`config.mk`:
```
export PLATFORM = sky130hd
export DESIGN_NAME = mmio_poll_port
export DESIGN_NICKNAME = d
export VERILOG_FILES = /design/src/rtl/mmio_poll_pkg.sv /design/src/rtl/mmio_addr_dec.sv /design/src/rtl/mmio_in_chan.sv /design/src/rtl/mmio_out_chan.sv /design/src/rtl/mmio_poll_port.sv
export SDC_FILE = /design/constraint.sdc
export NUM_CORES = 1
export LEC_CHECK = 0
export ABC_AREA = 1
export CAP_MARGIN = 20
export CORE_MARGIN = 2
export CORE_UTILIZATION = 37
export CTS_CLUSTER_DIAMETER = 120
export DETAILED_ROUTE_END_ITERATION = 8
export GPL_TIMING_DRIVEN = 0
export PLACE_DENSITY_LB_ADDON = 0.1
export SLEW_MARGIN = 20
export SYNTH_ARGS = -nofsm -noshare
export SYNTH_HDL_FRONTEND = slang
export SYNTH_SLANG_ARGS = --single-unit
```
`constraint.sdc`:
```
create_clock -name clk_i -period 1.83 [get_ports clk_i]
set_input_delay 0.366 -clock clk_i [delete_from_list [all_inputs] [get_ports clk_i]]
set_output_delay 0.366 -clock clk_i [all_outputs]
set_load 0.01 [all_outputs]
```
`src/rtl/mmio_poll_pkg.sv`:
```
package mmio_poll_pkg;
  localparam int unsigned OFF_IN_CTRL  = 'h0;
  localparam int unsigned OFF_IN_DATA  = 'h4;
  localparam int unsigned OFF_OUT_CTRL = 'h8;
  localparam int unsigned OFF_OUT_DATA = 'hC;

  typedef enum logic [2:0] {
    SEL_NONE,
    SEL_IN_CTRL,
    SEL_IN_DATA,
    SEL_OUT_CTRL,
    SEL_OUT_DATA
  } reg_sel_e;
endpackage

```
`src/rtl/mmio_addr_dec.sv`:
```
module mmio_addr_dec
  import mmio_poll_pkg::*;
#(
  parameter int unsigned ADDR_W   = 32,
  parameter int unsigned WIN_BITS = 16,
  parameter logic [ADDR_W-1:0] BASE = 32'hFFFF_0000
) (
  input  logic [ADDR_W-1:0] addr_i,
  output logic              hit_o,
  output reg_sel_e          sel_o
);
  localparam int unsigned TAG_W = ADDR_W - WIN_BITS;

  logic [WIN_BITS-1:0] off;

  assign hit_o = (addr_i[ADDR_W-1:WIN_BITS] == BASE[ADDR_W-1:WIN_BITS]);
  assign off   = addr_i[WIN_BITS-1:0];

  always_comb begin
    sel_o = SEL_NONE;
    if (hit_o) begin
      case (off)
        WIN_BITS'(OFF_IN_CTRL):  sel_o = SEL_IN_CTRL;
        WIN_BITS'(OFF_IN_DATA):  sel_o = SEL_IN_DATA;
        WIN_BITS'(OFF_OUT_CTRL): sel_o = SEL_OUT_CTRL;
        WIN_BITS'(OFF_OUT_DATA): sel_o = SEL_OUT_DATA;
        default:                 sel_o = SEL_NONE;
      endcase
    end
  end

  if (TAG_W == 0) begin : g_bad_window
    initial $display("mmio_addr_dec: window covers full address space");
  end
endmodule

```
`src/rtl/mmio_in_chan.sv`:
```
module mmio_in_chan #(
  parameter int unsigned DATA_W = 32,
  parameter int unsigned IN_W   = 8
) (
  input  logic              clk_i,
  input  logic              rst_ni,
  input  logic              push_i,
  input  logic [IN_W-1:0]   push_data_i,
  input  logic              rd_clr_i,
  output logic              rdy_o,
  output logic [DATA_W-1:0] data_o
);
  localparam int unsigned PAD_W = DATA_W - IN_W;

  logic              rdy_q;
  logic [DATA_W-1:0] data_q;

  always_ff @(posedge clk_i or negedge rst_ni) begin
    if (!rst_ni) begin
      rdy_q  <= 1'b0;
      data_q <= '0;
    end else if (push_i && !rdy_q) begin
      // push into an empty latch beats a same-cycle load
      rdy_q  <= 1'b1;
      data_q <= {{PAD_W{1'b0}}, push_data_i};
    end else if (rd_clr_i) begin
      rdy_q  <= 1'b0;
    end
  end

  assign rdy_o  = rdy_q;
  assign data_o = data_q;
endmodule

```
`src/rtl/mmio_out_chan.sv`:
```
module mmio_out_chan #(
  parameter int unsigned DATA_W = 32
) (
  input  logic              clk_i,
  input  logic              rst_ni,
  input  logic              wr_i,
  input  logic [DATA_W-1:0] wdata_i,
  input  logic              ack_i,
  output logic              rdy_o,
  output logic [DATA_W-1:0] data_o,
  output logic              valid_o
);
  logic              rdy_q;
  logic              valid_q;
  logic [DATA_W-1:0] data_q;

  always_ff @(posedge clk_i or negedge rst_ni) begin
    if (!rst_ni) begin
      rdy_q   <= 1'b0;
      valid_q <= 1'b0;
      data_q  <= '0;
    end else if (wr_i) begin
      // store beats a same-cycle acknowledge
      rdy_q   <= 1'b0;
      valid_q <= 1'b1;
      data_q  <= wdata_i;
    end else begin
      valid_q <= 1'b0;
      if (ack_i) rdy_q <= 1'b1;
    end
  end

  assign rdy_o   = rdy_q;
  assign valid_o = valid_q;
  assign data_o  = data_q;
endmodule

```
`src/rtl/mmio_poll_port.sv`:
```
module mmio_poll_port
  import mmio_poll_pkg::*;
#(
  parameter int unsigned ADDR_W   = 32,
  parameter int unsigned DATA_W   = 32,
  parameter int unsigned IN_W     = 8,
  parameter int unsigned WIN_BITS = 16,
  parameter logic [ADDR_W-1:0] BASE = 32'hFFFF_0000
) (
  input  logic              clk_i,
  input  logic              rst_ni,
  input  logic [ADDR_W-1:0] bus_addr_i,
  input  logic              bus_rd_i,
  input  logic              bus_wr_i,
  input  logic [DATA_W-1:0] bus_wdata_i,
  output logic [DATA_W-1:0] bus_rdata_o,
  output logic              bus_hit_o,
  input  logic              kbd_push_i,
  input  logic [IN_W-1:0]   kbd_data_i,
  output logic [DATA_W-1:0] disp_data_o,
  output logic              disp_valid_o,
  input  logic              disp_ack_i
);
  localparam int unsigned FLAG_PAD = DATA_W - 1;

  reg_sel_e          sel;
  logic              in_rdy;
  logic              out_rdy;
  logic [DATA_W-1:0] in_data;
  logic              in_rd_clr;
  logic              out_wr;

  mmio_addr_dec #(
    .ADDR_W(ADDR_W), .WIN_BITS(WIN_BITS), .BASE(BASE)
  ) u_dec (
    .addr_i(bus_addr_i),
    .hit_o (bus_hit_o),
    .sel_o (sel)
  );

  assign in_rd_clr = bus_rd_i && (sel == SEL_IN_DATA);
  assign out_wr    = bus_wr_i && (sel == SEL_OUT_DATA);

  mmio_in_chan #(.DATA_W(DATA_W), .IN_W(IN_W)) u_in (
    .clk_i      (clk_i),
    .rst_ni     (rst_ni),
    .push_i     (kbd_push_i),
    .push_data_i(kbd_data_i),
    .rd_clr_i   (in_rd_clr),
    .rdy_o      (in_rdy),
    .data_o     (in_data)
  );

  mmio_out_chan #(.DATA_W(DATA_W)) u_out (
    .clk_i  (clk_i),
    .rst_ni (rst_ni),
    .wr_i   (out_wr),
    .wdata_i(bus_wdata_i),
    .ack_i  (disp_ack_i),
    .rdy_o  (out_rdy),
    .data_o (disp_data_o),
    .valid_o(disp_valid_o)
  );

  always_comb begin
    bus_rdata_o = '0;
    if (bus_rd_i) begin
      case (sel)
        SEL_IN_CTRL:  bus_rdata_o = {{FLAG_PAD{1'b0}}, in_rdy};
        SEL_IN_DATA:  bus_rdata_o = in_data;
        SEL_OUT_CTRL: bus_rdata_o = {{FLAG_PAD{1'b0}}, out_rdy};
        SEL_OUT_DATA: bus_rdata_o = disp_data_o;
        default:      bus_rdata_o = '0;
      endcase
    end
  end
endmodule

```
==> results.json, run 1 <==
{
  "status": "finished, violations left",
  "failed_checks": "setup timing",
  "tritoncts": "done",
  "grt_setup_unrepaired": "true",
  "path_buf_inv": 3,
  "crit_fanout": 7,
  "grt_pass1_wl_um": 10700,
  "synth_area_leader_cell": "dfrtp_1",
  "crit_cells": 11,
  "clk-insertion-delay-late_ns": 0.29,
  "clockPowerShare_pct": 33.5,
  "synth_top_area_share_pct": 48.0,
  "synth-seq-cells": 43,
  "io_pins": 144,
  "required_ns": 1.46,
  "cp_data_arrival_time_ns": 1.52,
  "htreeDepth": 2,
  "crit_family": "simple AND/OR/NAND/NOR gates",
  "clockRootBuffer": "clkbuf_8",
  "syn_area_um2": 2240,
  "dp.cells": 526,
  "multi_input_area_um2": 1150,
  "design_power_total_mw": 1.76,
  "die_area_um2": 6700,
  "synth_nets": 385,
  "cts_sinks": 43,
  "cellPowerDensity_nw_per_um2": 421,
  "grt_pass1_vias": 2330,
  "final_antenna_net_count": 0,
  "maxSlewHeadroom_pct": 62.8,
  "reg2reg_to": "u_in.rdy_o$_DFFE_PN0P_",
  "synth.avg_cell_area_um2": 7.30,
  "globalplace.congestion": 0.671,
  "p_int_mw": 1.36,
  "end_kind": "output port",
  "drt_iter0_markers": 69,
  "critPathKind": "input port to output port",
  "period_share_pct": 103,
  "start_util_pct": 38.1,
  "irDropWorstVdd_uv": 300,
  "finalNonFillerCells": 545,
  "utilization_pct": 70.9,
  "fin_crit_ns": 1.88,
  "vias": 2399,
  "ff2ff_setup_slack_ns": 0.57,
  "seqCellArea_um2": 1080,
  "drc": 0,
  "drv_cap": 0,
  "p_leak_nw": 1.98,
  "clock_skew_ns": 0.00123,
  "grt_remaining_overflow": 0,
  "yosys-top-cells-area": "dfrtp_1 (48%), nand2_1 (19%), nor2_1 (11%)",
  "clkTransAtPathRegs_ns": 0.08,
  "antenna_found_initial": 0,
  "grt_start_max_net_pins": 24,
  "yosysUniqueCellTypes": 20,
  "syn_to_final_growth_pct": 86.3,
  "vias_per_cell": 4.40,
  "grt_use_total_pct": 20.8,
  "crit_path_cell_trace": "buf_6 -> nand2_2 -> nor2_2 -> nand2_2 -> nor2_4 -> buf_6 -> nand4_4 -> nor2_2 -> nor2_1 -> nor2_1 -> buf_2",
  "placed_cell_area_um2": 3790,
  "max_freq_mhz": 531,
  "rr_startpoint": "u_in.rdy_o$_DFFE_PN0P_",
  "drive_above_1_share_pct": 31.9,
  "wl_per_cell_um": 12.7,
  "layout.nets": 547,
  "reg2reg_depth": 4,
  "slowest_stage": "nand4_4",
  "die_w_um": 81.8,
  "drv_slew": 0,
  "seqPwrFrac_pct": 53.9,
  "fin_area_um2": 4180,
  "die_h_um": 81.8,
  "crit_start": "bus_addr_i[21]",
  "p_sw_share_pct": 22.4,
  "p_comb_share_pct": 12.5,
  "synthCells": 307,
  "finalWorstSetupSlack_ns": -0.0547,
  "hp-class": "input port to async pin",
  "hold_violations": 0,
  "rows": 28,
  "final_common_cell": "nand2_1",
  "worst_pin_slew_ns": 0.558,
  "totalWireLength_um": 6930,
  "critPathLaunchType": "input port",
  "crit_end": "bus_rdata_o[1]",
  "dpl.hpwl_um": 4890,
  "core_um2": 5890,
  "max_stage_delay_ns": 0.16,
  "finalSetupViolations": 18,
  "cts_buffers": 5,
  "hold_buffers": 0,
  "p_switching_uw": 395,
  "synth_seq_area_share_pct": 48.0,
  "num_antenna_cells": 0,
  "cts.path.max_buffers": 2,
  "drt-pass1-iter-count": 6,
  "port_buffers": 143,
  "ys_warn_count": 0,
  "fill_cells": 464,
  "final_cell_mix": "nand2_1 (106), clkdlybuf4s50_1 (76), buf_6 (46)"
}
[synth_stat cells (all sizes together)]
cell type    n
a21oi        6
a31oi        1
buf          8
clkbuf       1
dfrtp       43
inv         47
mux2         2
nand2      118
nand3        3
nand4        4
nor2        71
o21ai        2
o31ai        1
[registers in the layout (all words and copies together) (netlist names)]
signal and cells:
u_out.data_o 32, u_in.data_o 8, u_in.rdy_o 1, u_out.rdy_o 1, u_out.valid_o 1
[how the worst min path moves through the flow]
stage / end / slack [ns] / cells past startpoint
3_5_place_dp: u_in.data_o[0]$_DFFE_PN0P_ / 0.39 / 1
2_1_floorplan: u_in.data_o[0]$_DFFE_PN0P_ / 0.07 / 0
5_1_grt: u_in.data_o[0]$_DFFE_PN0P_ / 0.09 / 1
3_3_place_gp: u_out.data_o[3]$_DFFE_PN0P_ / 0.48 / 2
6_report: u_in.data_o[0]$_DFFE_PN0P_ / 0.06 / 1
4_1_cts: u_in.data_o[0]$_DFFE_PN0P_ / 0.07 / 1
[through the flow]
stage	setup WS [ns]	hold slack, ns	setup TNS, ns
floorplan	0.0369	0.0704	0
global placement	-1.03	0.479	-73.53
detailed placement	-1.13	0.389	-41.99
CTS	-0.167	0.0695	-2.90
global route	-0.184	0.0927	-3.23
finish	-0.0547	0.0608	-0.429
[power groups by stage]
stage	registers, mW	clock network, mW	logic (mW)
3_3_place_gp	0.968	0	0.205
2_1_floorplan	0.968	0	0.0194
5_1_grt	0.949	0.652	0.239
3_5_place_dp	0.968	0	0.214
4_1_cts	0.949	0.612	0.197
6_report	0.949	0.590	0.221
[logic make-up after synthesis]
kind of cell / share of synthesized area [%]
and+or+nand+nor: 36.5
buffers and inverters: 12.1
DFF: 48.0
AOI/OAI and AO/OA: 2.40
muxes: 1.00
[cell type report]
class / count / share of cell area [%]
Timing Repair Buffer: 155 / 35.8
Multi-Input combinational cell: 208 / 27.4
Sequential cell: 43 / 25.8
Inverter: 47 / 4.29
Buffer: 9 / 2.43
Tap cell: 75 / 2.25
Clock buffer: 6 / 1.74
Clock inverter: 2 / 0.300
[timing repair]
action | in CTS | in global routing
buffers inserted | 10 | 2
setup endpoints to repair | 33 | 33
pin swaps | 43 | 32
cloned | 2 | 0
resized for setup | 261 | 86
[per-layer routing]
layer | vias up | share of wire, % | routed length, µm | track usage, %
li1 | 1221 | - | - | -
met1 | 1098 | 39 | 2730 | 24.4
met2 | 76 | 53 | 3700 | 37.2
met3 | 4 | 6.8 | 473 | 6.26
met4 | 0 | 0.45 | 31 | 4.33
met5 | - | 0 | 0 | 0
[worst reg2reg max path, stage by stage, from the launching register on]
cell	delay (ns)
dfrtp_1	0.33
inv_1	0.07
nand2_1	0.18
clkbuf_1	0.37
o21ai_0	0.17
No activity file was read; power rests on OpenSTA's default activity.
==> run 2, diff against run 1 <==
- CAP_MARGIN: 20 -> 10
- MAX_ROUTING_LAYER: default -> met4
==> run 2 against run 1 <==
The flow still finishes with violations (setup timing). Power about the same. Clock-buffer cell count unchanged. Sequential share of layout area unchanged. Design area unchanged. Maximum frequency decreased by 0.20%. Cell count unchanged. Die area unchanged. First-iteration DRC count increased by 7.2%. Highest routed layer unchanged.
==> results.json, run 2 (synthesized netlist as in run 1, its figures left out) <==
{
  "drc": 0,
  "irDropWorstVdd_uv": 299,
  "dp.cells": 526,
  "cts_buffers": 5,
  "antenna_found_initial": 0,
  "p_leak_nw": 1.98,
  "die_w_um": 81.8,
  "period_share_pct": 103,
  "clkTransAtPathRegs_ns": 0.08,
  "final_cell_mix": "nand2_1 (106), clkdlybuf4s50_1 (76), buf_6 (46)",
  "largest_register_ffs": 32,
  "end_kind": "output port",
  "syn_to_final_growth_pct": 86.3,
  "clockRootBuffer": "clkbuf_8",
  "critPathKind": "input port to output port",
  "hold_violations": 0,
  "final_antenna_net_count": 0,
  "drive_above_1_share_pct": 31.9,
  "ff2ff_setup_slack_ns": 0.59,
  "critPathLaunchType": "input port",
  "num_antenna_cells": 0,
  "crit_fanout": 7,
  "finalNonFillerCells": 545,
  "seqCellArea_um2": 1080,
  "dpl.hpwl_um": 4890,
  "max_stage_delay_ns": 0.16,
  "hp-class": "input port to async pin",
  "final_common_cell": "nand2_1",
  "hold_buffers": 0,
  "clk-insertion-delay-late_ns": 0.29,
  "grt_start_max_net_pins": 24,
  "slowest_stage": "buf_2",
  "cp_data_arrival_time_ns": 1.52,
  "drt-pass1-iter-count": 7,
  "multi_input_area_um2": 1150,
  "start_util_pct": 38.1,
  "grt_setup_unrepaired": "true",
  "die_area_um2": 6700,
  "io_pins": 144,
  "tritoncts": "done",
  "cts_sinks": 43,
  "globalplace.congestion": 0.678,
  "die_h_um": 81.8,
  "required_ns": 1.46,
  "drt_iter0_markers": 74,
  "setup_tns_ns": -0.518,
  "crit_path_cell_trace": "buf_6 -> nor2_4 -> nand2_2 -> nor2_4 -> nand4_4 -> buf_6 -> buf_4 -> a31oi_1 -> buf_2",
  "wl_per_cell_um": 12.7,
  "finalWorstSetupSlack_ns": -0.0584,
  "fill_cells": 464,
  "path_buf_inv": 4,
  "maxSlewHeadroom_pct": 62.4,
  "grtUsageMet2_pct": 37.2,
  "vias": 2422,
  "whs_ns": 0.0621,
  "worst_pin_slew_ns": 0.564,
  "port_buffers": 143,
  "use_met3_pct": 5.93,
  "clock_skew_ns": 0.000574,
  "grt_use_total_pct": 21.3,
  "finalSetupViolations": 28,
  "htreeDepth": 2,
  "busiest_layer": "met2",
  "cellPowerDensity_nw_per_um2": 422,
  "cts.path.max_buffers": 2,
  "crit_family": "buffers and inverters",
  "vias_per_cell": 4.44,
  "failed_checks": "setup timing",
  "totalWireLength_um": 6920,
  "drv_slew": 0,
  "fin_crit_ns": 1.89,
  "drv_cap": 0,
  "grt_util_met1_pct": 24.6,
  "grt_remaining_overflow": 0,
  "rows": 28,
  "core_um2": 5890,
  "grt_pass1_wl_um": 10700,
  "grt_pass1_vias": 2332,
  "status": "finished, violations left",
  "max_freq_mhz": 530,
  "layout.nets": 547
}
[run 2: cell counts in the layout (fill, tap and decap cells not counted)]
Identical to the previous run, type by type.
[run 2: cell type report]
class | count | area share, %
sequential | 43 | 25.8
timing repair buffer | 155 | 35.8
inverter | 47 | 4.29
clock inverter | 2 | 0.300
multi-input combinational | 208 | 27.4
clock buffer | 6 | 1.74
tap | 75 | 2.25
buffer | 9 | 2.43
[run 2: worst register-to-register path: stages (launching register included)]
cell	delay, ns
dfrtp_1	0.33
inv_1	0.07
nand2_1	0.18
clkbuf_1	0.36
o21ai_0	0.17
[run 2: worst paths after layout]
check	startpoint	to	cells after the start
worst max-delay path	bus_addr_i[5]	bus_rdata_o[0]	9
worst min-delay path	rst_ni	u_in.data_o[0]$_DFFE_PN0P_	1
worst max register to register	u_in.rdy_o$_DFFE_PN0P_	u_in.rdy_o$_DFFE_PN0P_	4
max in group asynchronous	rst_ni	u_out.data_o[24]$_DFFE_PN0P_	2
min in group clk_i	u_out.data_o[29]$_DFFE_PN0P_	u_out.data_o[29]$_DFFE_PN0P_	2
worst min register to register	u_out.data_o[29]$_DFFE_PN0P_	u_out.data_o[29]$_DFFE_PN0P_	2
[run 2: layer usage]
metal | vias up | wire length [µm]
met5 | - | 0
met4 | 0 | 40
met3 | 6 | 471
met2 | 87 | 3680
met1 | 1106 | 2730
li1 | 1223 | -
[run 2: where the power goes]
group,switching [mW],total [mW],internal [mW]
Clock,0.323,0.590,0.267
Combinational,0.0724,0.221,0.149
Sequential,0.0000000127,0.949,0.949
[run 2: metrics by stage]
stage | area (µm²) | worst slack (ns) | power (mW) | util, %
3_3_place_gp | 3770 | -1.03 | 1.17 | 64.0
6_report | 4180 | -0.0584 | 1.76 | 70.9
3_5_place_dp | 3790 | -1.13 | 1.18 | 64.4
4_1_cts | 3900 | -0.167 | 1.76 | 66.3
5_1_grt | 4180 | -0.184 | 1.84 | 70.9
2_1_floorplan | 2240 | 0.0369 | 0.988 | -
[run 2: timing repair]
action / CTS / global route
setup buffers: 10 / 2
pin swaps: 43 / 32
cloned: 2 / 0
gates resized for setup: 261 / 86
hold endpoints to repair: 0 / 0
setup endpoints to repair: 33 / 33
==> run 3, diff against run 2 <==
==> constraint.sdc (replaced) <==
create_clock -name clk_i -period 1.83 [get_ports clk_i]
set_input_delay 0.2745 -clock clk_i [delete_from_list [all_inputs] [get_ports clk_i]]
set_output_delay 0.2745 -clock clk_i [all_outputs]
set_load 0.005 [all_outputs]
==> run 3 against run 2 <==
The flow now finishes without violations. Routed wire length increased by 0.33%. Critical path depth increased by 3. Die area unchanged. Worst hold slack improved by 0.44 ns. Utilization decreased by 2.1 points. Sequential share of layout area increased by 0.77 points. Design area decreased by 2.9%. Non-clock buffer count increased by 6. First-iteration DRC count decreased by 26%. Via count decreased by 0.83%. Largest cell class unchanged. Highest routed layer unchanged.
==> results.json, run 3 (synthesized netlist as in run 1, its figures left out) <==
{
  "die_h_um": 81.8,
  "hp-start": "u_out.data_o[18]$_DFFE_PN0P_",
  "cts_sinks": 43,
  "cts.path.max_buffers": 2,
  "required_ns": 1.56,
  "irDropWorstVdd_uv": 294,
  "worst_pin_slew_ns": 0.574,
  "vias": 2402,
  "rows": 28,
  "clk-insertion-delay-late_ns": 0.29,
  "p_comb_share_pct": 12.4,
  "cellPowerDensity_nw_per_um2": 434,
  "reg2reg_depth": 5,
  "wl_per_cell_um": 12.6,
  "dpl.hpwl_um": 4890,
  "reg2reg_to": "u_in.data_o[6]$_DFFE_PN0P_",
  "status": "completed",
  "drv_cap": 0,
  "placed_cell_area_um2": 3790,
  "p_leak_nw": 1.99,
  "drv_slew": 0,
  "clockPowerShare_pct": 33.7,
  "clkTransAtPathRegs_ns": 0.09,
  "p_sw_share_pct": 22.6,
  "final_common_cell": "nand2_1",
  "cp_data_arrival_time_ns": 1.50,
  "min_path_cells": 2,
  "hp-class": "flip-flop to flip-flop",
  "antenna_found_initial": 0,
  "htreeDepth": 2,
  "drt-pass1-iter-count": 4,
  "start_util_pct": 38.1,
  "ff2ff_setup_slack_ns": 0.58,
  "drt_iter0_markers": 55,
  "crit_family": "simple AND/OR/NAND/NOR gates",
  "grt_pass1_vias": 2376,
  "min_to": "u_out.data_o[18]$_DFFE_PN0P_",
  "final_cell_mix": "nand2_1 (106), clkdlybuf4s50_1 (77), dfrtp_1 (43)",
  "grt_remaining_overflow": 0,
  "layout.nets": 553,
  "largest_register_ffs": 32,
  "hold_violations": 0,
  "grt_pass1_wl_um": 10800,
  "slowest_stage": "buf_6",
  "maxSlewHeadroom_pct": 61.8,
  "drc": 0,
  "fin_area_um2": 4050,
  "seqPwrFrac_pct": 54.0,
  "fin_crit_ns": 1.78,
  "io_pins": 144,
  "drive_above_1_share_pct": 31.5,
  "crit_fanout": 5,
  "cp_common_cell": "buf_6",
  "whs_ns": 0.504,
  "port_buffers": 143,
  "syn_to_final_growth_pct": 80.9,
  "grt_start_max_net_pins": 24,
  "critPathLaunchType": "input port",
  "final_antenna_net_count": 0,
  "num_antenna_cells": 0,
  "p_switching_uw": 398,
  "die_w_um": 81.8,
  "globalplace.congestion": 0.678,
  "core_um2": 5890,
  "clockRootBuffer": "clkbuf_8",
  "period_share_pct": 97.1,
  "vias_per_cell": 4.36,
  "grt_use_total_pct": 21.5,
  "finalSetupViolations": 0,
  "tritoncts": "done",
  "post-place-ws_ns": -0.911,
  "end_kind": "output port",
  "p_int_mw": 1.36,
  "totalWireLength_um": 6950,
  "finalWorstSetupSlack_ns": 0.0527,
  "max_freq_mhz": 563,
  "path_buf_inv": 4,
  "crit_path_cell_trace": "buf_6 -> nand2_2 -> nor2_2 -> nand2_2 -> nor2_4 -> buf_6 -> nand4_4 -> buf_6 -> nor2_2 -> nor2_1 -> nor2_1 -> buf_2",
  "grt_setup_unrepaired": "true",
  "die_area_um2": 6700,
  "clock_skew_ns": 0.00383,
  "cts_buffers": 5,
  "critPathKind": "input port to output port",
  "rr_startpoint": "u_in.rdy_o$_DFFE_PN0P_",
  "max_stage_delay_ns": 0.16
}
[run 3: cell count changes in the layout (fill, tap and decap cells not counted), sizes merged]
cell,previous run,this run
clkdlybuf4s50,76,77
dlygate4sd2,4,2
buf,79,80
clkbuf,11,14
clkdlybuf4s15,0,2
dlygate4sd3,0,1
[run 3: power groups by stage]
stage,registers (mW),logic (mW),clock network (mW)
after CTS,0.949,0.199,0.612
after global routing,0.949,0.236,0.652
after global placement,0.968,0.205,0
final,0.949,0.217,0.593
after detailed placement,0.968,0.214,0
after floorplan,0.968,0.0194,0
[run 3: metal layers]
metal / part of all wire [%] / GRT usage [%] / up-vias
met4: 0.76 / 4.17 / 0
met3: 6.7 / 5.82 / 6
met5: 0 / - / -
met1: 41 / 24.9 / 1083
met2: 51 / 37.6 / 83
li1: - / - / 1230
[run 3: final cells by class]
type                    instances  area (µm²)
well taps                      75        93.8
clock buffers                   6        72.6
repair buffers                161        1440
inverters                      47         179
flip-flops and latches         43        1080
multi-input cells             208        1080
clock inverters                 2        12.5
fillers                       485        1830
plain buffers                   9         101
[run 3: repair_timing]
item                       4_1_cts  5_1_grt
cloned                           2        0
buffers inserted                15        1
hold buffers                     1        0
resized for setup              249       61
setup endpoints to repair       33       33
hold endpoints to repair        22        0
pin swaps                       42       31
[run 3: how the worst max path moves through the flow]
stage                            to           start  depth (start not counted)
floorplan           bus_rdata_o[11]   bus_addr_i[5]                          8
global placement    bus_rdata_o[22]  bus_addr_i[21]                         11
detailed placement  bus_rdata_o[14]   bus_addr_i[5]                         10
CTS                 bus_rdata_o[30]  bus_addr_i[26]                         13
global route         bus_rdata_o[1]  bus_addr_i[29]                         12
finish               bus_rdata_o[5]  bus_addr_i[21]                         12
[run 3: through the flow]
step                      power, mW  utilization [%]  setup TNS [ns]  cells
after floorplan               0.988                -               0    307
after global placement         1.17             64.0          -59.20    525
after detailed placement       1.18             64.4          -31.59    526
after CTS                      1.76             67.0          -0.223    552
after global routing           1.84             68.9          -0.566    551
final                          1.76             68.9               0    551
[run 3: worst min-delay path: stages (launching register included)]
cell,delay [ns]
dfrtp_1,0.37
nand2_1,0.06
nand2_1,0.05
